[config.mk]
export PLATFORM = sky130hd
export DESIGN_NAME = gpio_port
export DESIGN_NICKNAME = d
export VERILOG_FILES = /design/src/rtl/gpio_pkg.sv /design/src/rtl/gpio_sync.sv /design/src/rtl/gpio_in_reg.sv /design/src/rtl/gpio_out_regs.sv /design/src/rtl/gpio_port.sv
export SDC_FILE = /design/constraint.sdc
export NUM_CORES = 1
export LEC_CHECK = 0
export ABC_AREA = 0
export BUFFER_PORTS_ARGS = -buffer_cell sky130_fd_sc_hd__buf_2
export CORE_UTILIZATION = 48
export CTS_CLUSTER_DIAMETER = 30
export CTS_CLUSTER_SIZE = 10
export DETAILED_ROUTE_END_ITERATION = 8
export GPL_ROUTABILITY_DRIVEN = 0
export GPL_TIMING_DRIVEN = 0
export PLACE_DENSITY = 0.74
export REMOVE_ABC_BUFFERS = 1
export SYNTH_ARGS = -nofsm -noshare
export SYNTH_HDL_FRONTEND = slang
export SYNTH_HIERARCHICAL = 1
export SYNTH_SLANG_ARGS = --single-unit
[constraint.sdc]
create_clock -name clk -period 1.5 [get_ports clk]
set_clock_uncertainty 0.2 [all_clocks]
set_input_delay 0.15 -clock clk [delete_from_list [all_inputs] [get_ports clk]]
set_output_delay 0.15 -clock clk [all_outputs]
set_load 0.05 [all_outputs]
[src/rtl/gpio_pkg.sv]
package gpio_pkg;
    // Word indices of the register map
    typedef enum logic [2:0] {
        IDX_LATCH  = 3'd0,
        IDX_SET    = 3'd1,
        IDX_CLR    = 3'd2,
        IDX_TOG    = 3'd3,
        IDX_INPUT  = 3'd4,
        IDX_DIR    = 3'd5,
        IDX_FREE6  = 3'd6,
        IDX_FREE7  = 3'd7
    } reg_idx_e;

    localparam int IDX_W = 3;

    // One write strobe per writable register
    typedef struct packed {
        logic latch;
        logic set;
        logic clr;
        logic tog;
        logic dir;
    } wr_strobe_t;
endpackage

[src/rtl/gpio_sync.sv]
module gpio_sync #(
    parameter int W      = 32,
    parameter int STAGES = 1
) (
    input  logic         clk,
    input  logic         rst_n,
    input  logic [W-1:0] async_in,
    output logic [W-1:0] sync_out
);
    logic [W-1:0] stg_d [STAGES];
    logic [W-1:0] stg_q [STAGES];

    for (genvar g = 0; g < STAGES; g++) begin : g_stage
        if (g == 0) begin : g_first
            always_comb stg_d[g] = async_in;
        end else begin : g_next
            always_comb stg_d[g] = stg_q[g-1];
        end
        always_ff @(posedge clk or negedge rst_n) begin
            if (!rst_n) stg_q[g] <= '0;
            else        stg_q[g] <= stg_d[g];
        end
    end

    assign sync_out = stg_q[STAGES-1];
endmodule

[src/rtl/gpio_in_reg.sv]
module gpio_in_reg #(
    parameter int           W         = 32,
    parameter logic [W-1:0] IMPL_MASK = '1
) (
    input  logic         clk,
    input  logic         rst_n,
    input  logic         port_en,
    input  logic [W-1:0] pin_digital,
    input  logic [W-1:0] sync_in,
    output logic [W-1:0] in_q
);
    logic [W-1:0] in_d;

    always_comb begin
        in_d = in_q;
        if (port_en) in_d = sync_in & pin_digital & IMPL_MASK;
    end

    always_ff @(posedge clk or negedge rst_n) begin
        if (!rst_n) in_q <= '0;
        else        in_q <= in_d;
    end

    AST_FROZEN_WHILE_OFF: assert property (@(posedge clk) disable iff (!rst_n)
        !port_en |=> $stable(in_q));
    AST_NONDIGITAL_ZERO: assert property (@(posedge clk) disable iff (!rst_n)
        port_en |=> ((in_q & ~$past(pin_digital)) == '0));
endmodule

[src/rtl/gpio_out_regs.sv]
module gpio_out_regs
    import gpio_pkg::*;
#(
    parameter int           W         = 32,
    parameter logic [W-1:0] IMPL_MASK = '1
) (
    input  logic         clk,
    input  logic         rst_n,
    input  wr_strobe_t   strb,
    input  logic [W-1:0] wdata,
    output logic [W-1:0] latch_q,
    output logic [W-1:0] dir_q
);
    typedef struct packed {
        logic [W-1:0] latch;
        logic [W-1:0] dir;
    } out_state_t;

    out_state_t   st_d, st_q;
    logic [W-1:0] wm;

    always_comb begin
        wm   = wdata & IMPL_MASK;
        st_d = st_q;
        if (strb.latch) st_d.latch = wm;
        if (strb.set)   st_d.latch = st_q.latch | wm;
        if (strb.clr)   st_d.latch = st_q.latch & ~wm;
        if (strb.tog)   st_d.latch = st_q.latch ^ wm;
        if (strb.dir)   st_d.dir   = wm;
    end

    always_ff @(posedge clk or negedge rst_n) begin
        if (!rst_n) st_q <= '0;
        else        st_q <= st_d;
    end

    assign latch_q = st_q.latch;
    assign dir_q   = st_q.dir;

    AST_SET_BITS_HIGH: assert property (@(posedge clk) disable iff (!rst_n)
        strb.set |=> ((latch_q & $past(wm)) == $past(wm)));
    AST_CLR_BITS_LOW: assert property (@(posedge clk) disable iff (!rst_n)
        strb.clr |=> ((latch_q & $past(wm)) == '0));
    AST_TOG_INVERTS: assert property (@(posedge clk) disable iff (!rst_n)
        strb.tog |=> (latch_q == ($past(latch_q) ^ $past(wm))));
    AST_ABSENT_PINS_LOW: assert property (@(posedge clk) disable iff (!rst_n)
        ((latch_q | dir_q) & ~IMPL_MASK) == '0);
endmodule

[src/rtl/gpio_port.sv]
module gpio_port
    import gpio_pkg::*;
#(
    parameter int           W         = 32,
    parameter logic [W-1:0] IMPL_MASK = 32'h7FFF_FFFF,
    parameter int           SYNC_PRE  = 1
) (
    input  logic             clk,
    input  logic             rst_n,
    input  logic             bus_sel,
    input  logic             bus_wr,
    input  logic [IDX_W-1:0] bus_addr,
    input  logic [W-1:0]     bus_wdata,
    output logic [W-1:0]     bus_rdata,
    input  logic             port_en,
    input  logic [W-1:0]     pin_digital,
    input  logic [W-1:0]     pin_in,
    output logic [W-1:0]     pin_out,
    output logic [W-1:0]     pin_oe
);
    wr_strobe_t   strb;
    reg_idx_e     idx;
    logic         do_wr;
    logic         do_rd;
    logic [W-1:0] latch_q;
    logic [W-1:0] dir_q;
    logic [W-1:0] sync_q;
    logic [W-1:0] in_q;

    assign idx   = reg_idx_e'(bus_addr);
    assign do_wr = bus_sel && bus_wr;
    assign do_rd = bus_sel && !bus_wr;

    always_comb begin
        strb       = '0;
        strb.latch = do_wr && (idx == IDX_LATCH);
        strb.set   = do_wr && (idx == IDX_SET);
        strb.clr   = do_wr && (idx == IDX_CLR);
        strb.tog   = do_wr && (idx == IDX_TOG);
        strb.dir   = do_wr && (idx == IDX_DIR);
    end

    gpio_out_regs #(.W(W), .IMPL_MASK(IMPL_MASK)) u_out (
        .clk     (clk),
        .rst_n   (rst_n),
        .strb    (strb),
        .wdata   (bus_wdata),
        .latch_q (latch_q),
        .dir_q   (dir_q)
    );

    gpio_sync #(.W(W), .STAGES(SYNC_PRE)) u_sync (
        .clk      (clk),
        .rst_n    (rst_n),
        .async_in (pin_in),
        .sync_out (sync_q)
    );

    gpio_in_reg #(.W(W), .IMPL_MASK(IMPL_MASK)) u_in (
        .clk         (clk),
        .rst_n       (rst_n),
        .port_en     (port_en),
        .pin_digital (pin_digital),
        .sync_in     (sync_q),
        .in_q        (in_q)
    );

    always_comb begin
        bus_rdata = '0;
        if (do_rd) begin
            case (idx)
                IDX_LATCH: bus_rdata = latch_q;
                IDX_INPUT: bus_rdata = in_q;
                IDX_DIR:   bus_rdata = dir_q;
                default:   bus_rdata = '0;
            endcase
        end
    end

    assign pin_out = latch_q;
    assign pin_oe  = dir_q;

    AST_ALIAS_READ_ZERO: assert property (@(posedge clk) disable iff (!rst_n)
        (do_rd && (idx == IDX_SET || idx == IDX_CLR || idx == IDX_TOG)) |-> (bus_rdata == '0));
    AST_FREE_SLOT_READ_ZERO: assert property (@(posedge clk) disable iff (!rst_n)
        (do_rd && (idx == IDX_FREE6 || idx == IDX_FREE7)) |-> (bus_rdata == '0));
    AST_INPUT_WRITE_IGNORED: assert property (@(posedge clk) disable iff (!rst_n)
        (do_wr && idx == IDX_INPUT) |=> ($stable(latch_q) && $stable(dir_q)));
    AST_READ_ABSENT_ZERO: assert property (@(posedge clk) disable iff (!rst_n)
        (bus_rdata & ~IMPL_MASK) == '0);
endmodule

* Word-level counts from Yosys, hierarchy flattened
Cells that the tools add are included.
** Operators by class
- Add/sub/neg operators :: 0
- Multipliers :: 0
- Divide/modulo/power cells :: 0
- Magnitude comparators :: 0
- Equality and inequality tests :: 5
- Shifts and indexed selects :: 0
- Mux-type cells :: 6
- Bitwise operators :: 5
- Reductions and logical operators :: 10
** Operators with widths (count)
- 2-to-1 mux 32 bit :: 5
- case mux 32 bit (3 select lines) :: 1
- AND 32 bit :: 1
- inverter 31 -> 32 bit :: 1
- bitwise OR 32 x 31 -> 32 bit :: 1
- XOR 32 x 31 -> 32 bit :: 1
- AND 31 bit :: 1
- logical AND 1 bit :: 7
- equality test 3 x 2 -> 1 bit, second input constant :: 2
- equality test 3 bit, second input constant :: 2
- nonzero test 4 bit :: 1
- equality test 3 x 1 -> 1 bit, second input constant :: 1
- zero test 3 bit :: 1
- zero test 1 bit :: 1
** Storage, ports and cells
- Register bits after elaboration :: 125
- Latch bits :: 0
- Memory bits (writable) :: 0
- ROM bits :: 0
- Input port bits :: 104
- Output and inout port bits :: 96
- Memories :: 0

* Logic depth before layout (Yosys ltp)
- Word-level depth :: 6
- Mapped depth :: 10

* Modules after synthesis
The synthesis kept the hierarchy.
** By module, submodules not included
- gpio_out_regs :: instances 1, cells an instance 415, area each 4068.9 um2, sequential area each 1551.5 um2
- gpio_in_reg :: instances 1, cells an instance 133, area each 1398.8 um2, sequential area each 775.7 um2
- gpio_port :: instances 1, cells an instance 88, area each 979.7 um2, sequential area each 0.0 um2
- gpio_sync :: instances 1, cells an instance 32, area each 800.8 um2, sequential area each 800.8 um2

* Least setup slack after synthesis
OpenSTA, ideal clock, no wires.
- Kind :: input port to flip-flop
- From :: input bus_addr[0]
- To :: register u_out.st_q (netlist bit u_out/latch_q[22])
- Data arrival time :: 1.812 ns
- Slack :: -0.594 ns
- Stages on the path :: 8
- Path through :: buf_6 > buf_6 > nand3_1 > nor3_1 > clkbuf_1 > clkbuf_1 > o211ai_1 > a31oi_1
** RTL lines
- start: declaration :: RTL line gpio_port.sv:12 : input logic [IDX_W-1:0] bus_addr,
- end signal: assignment :: RTL line gpio_out_regs.sv:34 : else st_q <= st_d;
- end: declaration :: RTL line gpio_out_regs.sv:19 : out_state_t st_d, st_q;

* Worst setup path after layout
- From :: register u_out.st_q (netlist bit u_out/dir_q[16])
- To :: output bus_rdata[16]
** Between the ends
- Word-level cells in the longest chain between the ends :: 2
** RTL lines
- case mux 32 bit (3 select lines) :: RTL line gpio_port.sv:71 : case (idx)
- 2-to-1 mux 32 bit :: RTL line gpio_port.sv:70 : if (do_rd) begin
- end: declaration :: RTL line gpio_port.sv:14 : output logic [W-1:0] bus_rdata,
Every way passes these cells.

==> metrics.md <==
| Metric | Value |
|---|---|
| Failing checks | negative setup slack |
| Setup TNS | -10.47 ns |
| Share of layout cells above drive strength 1 | 46.7% |
| Multi-input logic area | 0.00379 mm^2 |
| Pre-CTS setup slack | -2.29 ns |
| CP max FO | 2 |
| 1st-iter DRT viols | 542 |
| Clock Power Share | 27.8% |
| Die width | 125 um |
| Period utilization | 125% |
| Initial core utilization | 49.5% |
| Cell Count, Final, Fillers Out | 1224 |
| R2r worst-path depth | 4 |
| DP Area | 0.00829 mm^2 |
| Worst path arrival time | 1.52 ns |
| Routed Antenna Nets | 0 |
| Syn Area/Cell | 10.8 um^2 |
| Final Total Pwr | 13.6 mW |
| Largest net degree at the start of global routing | 67 |
| Max_slew headroom | 42.4% |
| Sw Pwr | 5.26 mW |
| Worst Hold Class | input port to async pin |
| DRC Markers | 0 |
| LEAKAGE | 5.52 nW |
| Hold slack | 0.0639 ns |
| Global-route wire length before repair | 36000 um |
| Crit path capture type | primary output |
| Routed WL | 26600 um |
| Register area | 0.00313 mm^2 |
| Avg Vias per Cell | 5.72 |
| CTS tree | done |
| YS warnings | 6 |
| Ant. Diodes | 0 |
| Final Hold Viols | 0 |
| FP Rows | 44 |
| HPWL after DPL | 11500 um |
| IO Pins | 200 |
| Final Util | 78.5% |
| Initial antenna violation count | 0 |
| Filler cells | 830 |
| Pint | 8.38 mW |
| Logic pwr share | 38.7% |
| Area growth syn-to-layout | 58.6% |
| Req. time, crit path | 1.15 ns |
| Number of global-route vias before repair | 6960 |
| Sw frac | 38.5% |
| Worst-Margin Slew | 0.865 ns |
| Unrepaired setup endpoints after global routing | true |
| WL per Instance | 21.7 um |
| Reg power frac | 33.5% |
| Root Driver | clkbuf_16 |
| CTS buffer count | 17 |
| VDD IR-drop max | 1.37 mV |
| # clock sinks | 124 |
| Setup crit start kind | flip-flop |
| Minimum clock period after layout | 1.87 ns |
| Outcome | finished with violations |
| Via count | 7005 |
| Final WS setup | -0.373 ns |
| Clock latency on the worst-skew pair | 0.42 ns |
| GRT Overall Usage | 29.7% |
| Clock buffer depth | 2 |
| DP Cell Count | 1009 |
| Chip Height | 125 um |
| Core area | 0.0146 mm^2 |
| Peak Freq | 534 MHz |
| Synth Cell Area | 0.00722 mm^2 |
| Detailed Routing Iterations Pass 1 | 8 |
| H-tree Lvls | 4 |
| Die ar. | 0.0155 mm^2 |
| Setup Crit Path Kind | flip-flop to primary output |
| Final Cell Area | 0.0115 mm^2 |
| # Max-Cap Violations | 0 |
| Synth Instances | 667 |
| Grt ovf | 0 |
| Pwr dens | 1190 mW/mm^2 |
| Final setup vio count | 78 |
| Final net count | 1194 |
| # port buffers | 193 |
| Worst-path clk slew | 0.06 ns |
| Fin. max-slew vios | 0 |
-- what timing repair did --
item,in CTS,in global routing
buffers inserted,40,43
gates resized for setup,99,210
gates cloned,4,9
endpoints found under the setup margin,105,129
pin swaps,6,9
hold buffers,94,0
endpoints found under the hold margin,196,0
-- registers in the layout, indices dropped and copies added, names as in the netlist --
name             flops
u_out/dir_q         31
u_in/in_q           31
u_out/latch_q       31
u_sync/sync_out     31
-- power groups by stage --
stage / Clock (mW) / Sequential [mW] / Combinational (mW)
2_1_floorplan: 0 / 5.84 / 1.32
3_3_place_gp: 0 / 4.44 / 3.71
3_5_place_dp: 0 / 4.46 / 3.84
4_1_cts: 3.80 / 4.38 / 4.49
5_1_grt: 3.98 / 4.63 / 5.56
6_report: 3.79 / 4.57 / 5.28
-- layout make-up --
class                           count  area share, %
Multi-Input combinational cell    407           33.1
Timing Repair Buffer              385           29.9
Sequential cell                   124           27.3
Clock buffer                       24           4.29
Inverter                           93           3.05
Tap cell                          184           2.01
Clock inverter                      7          0.349
-- routing by layer --
| metal | share of wire [%] | wire length, um | GRT usage (%) | up-vias |
|---|---|---|---|---|
| li1 | - | - | - | 3086 |
| met1 | 39 | 10300 | 35.0 | 3463 |
| met2 | 51 | 13500 | 51.3 | 374 |
| met3 | 7.2 | 1910 | 7.99 | 82 |
| met4 | 3.2 | 843 | 11.1 | 0 |
| met5 | 0 | 0 | 0 | - |
-- critical path, stage by stage (launching register included) --
cell,delay (ns)
dfrtp_1,0.41
mux2_4,0.28
a32o_2,0.25
buf_8,0.15
-- worst paths after layout --
| kind | startpoint | end | slack (ns) |
|---|---|---|---|
| min reg2reg | u_sync/sync_out[8]$_DFF_PN0_ | u_in/in_q[8]$_DFFE_PN0P_ | 0.29 |
| min in group clk | bus_addr[1] | u_out/dir_q[16]$_DFFE_PN0P_ | 0.14 |
| max in group asynchronous | rst_n | u_out/latch_q[15]$_DFFE_PN0P_ | 0.28 |
| min | rst_n | u_sync/sync_out[5]$_DFF_PN0_ | 0.06 |
| max | u_out/dir_q[16]$_DFFE_PN0P_ | bus_rdata[16] | -0.37 |
| max reg2reg | u_out/latch_q[2]$_DFFE_PN0P_ | u_out/latch_q[2]$_DFFE_PN0P_ | 0.01 |
-- placed cells by master (no fill, tap or decap), types with 29 or more instances in the layout --
cell and n:
a22oi_1 30, ha_1 62, buf_4 99, buf_2 100, mux2_2 34, dlygate4sd3_1 94
buf_6 59, mux2_4 29, inv_1 93, dfrtp_1 102
Power figures use the tool's default switching activity.
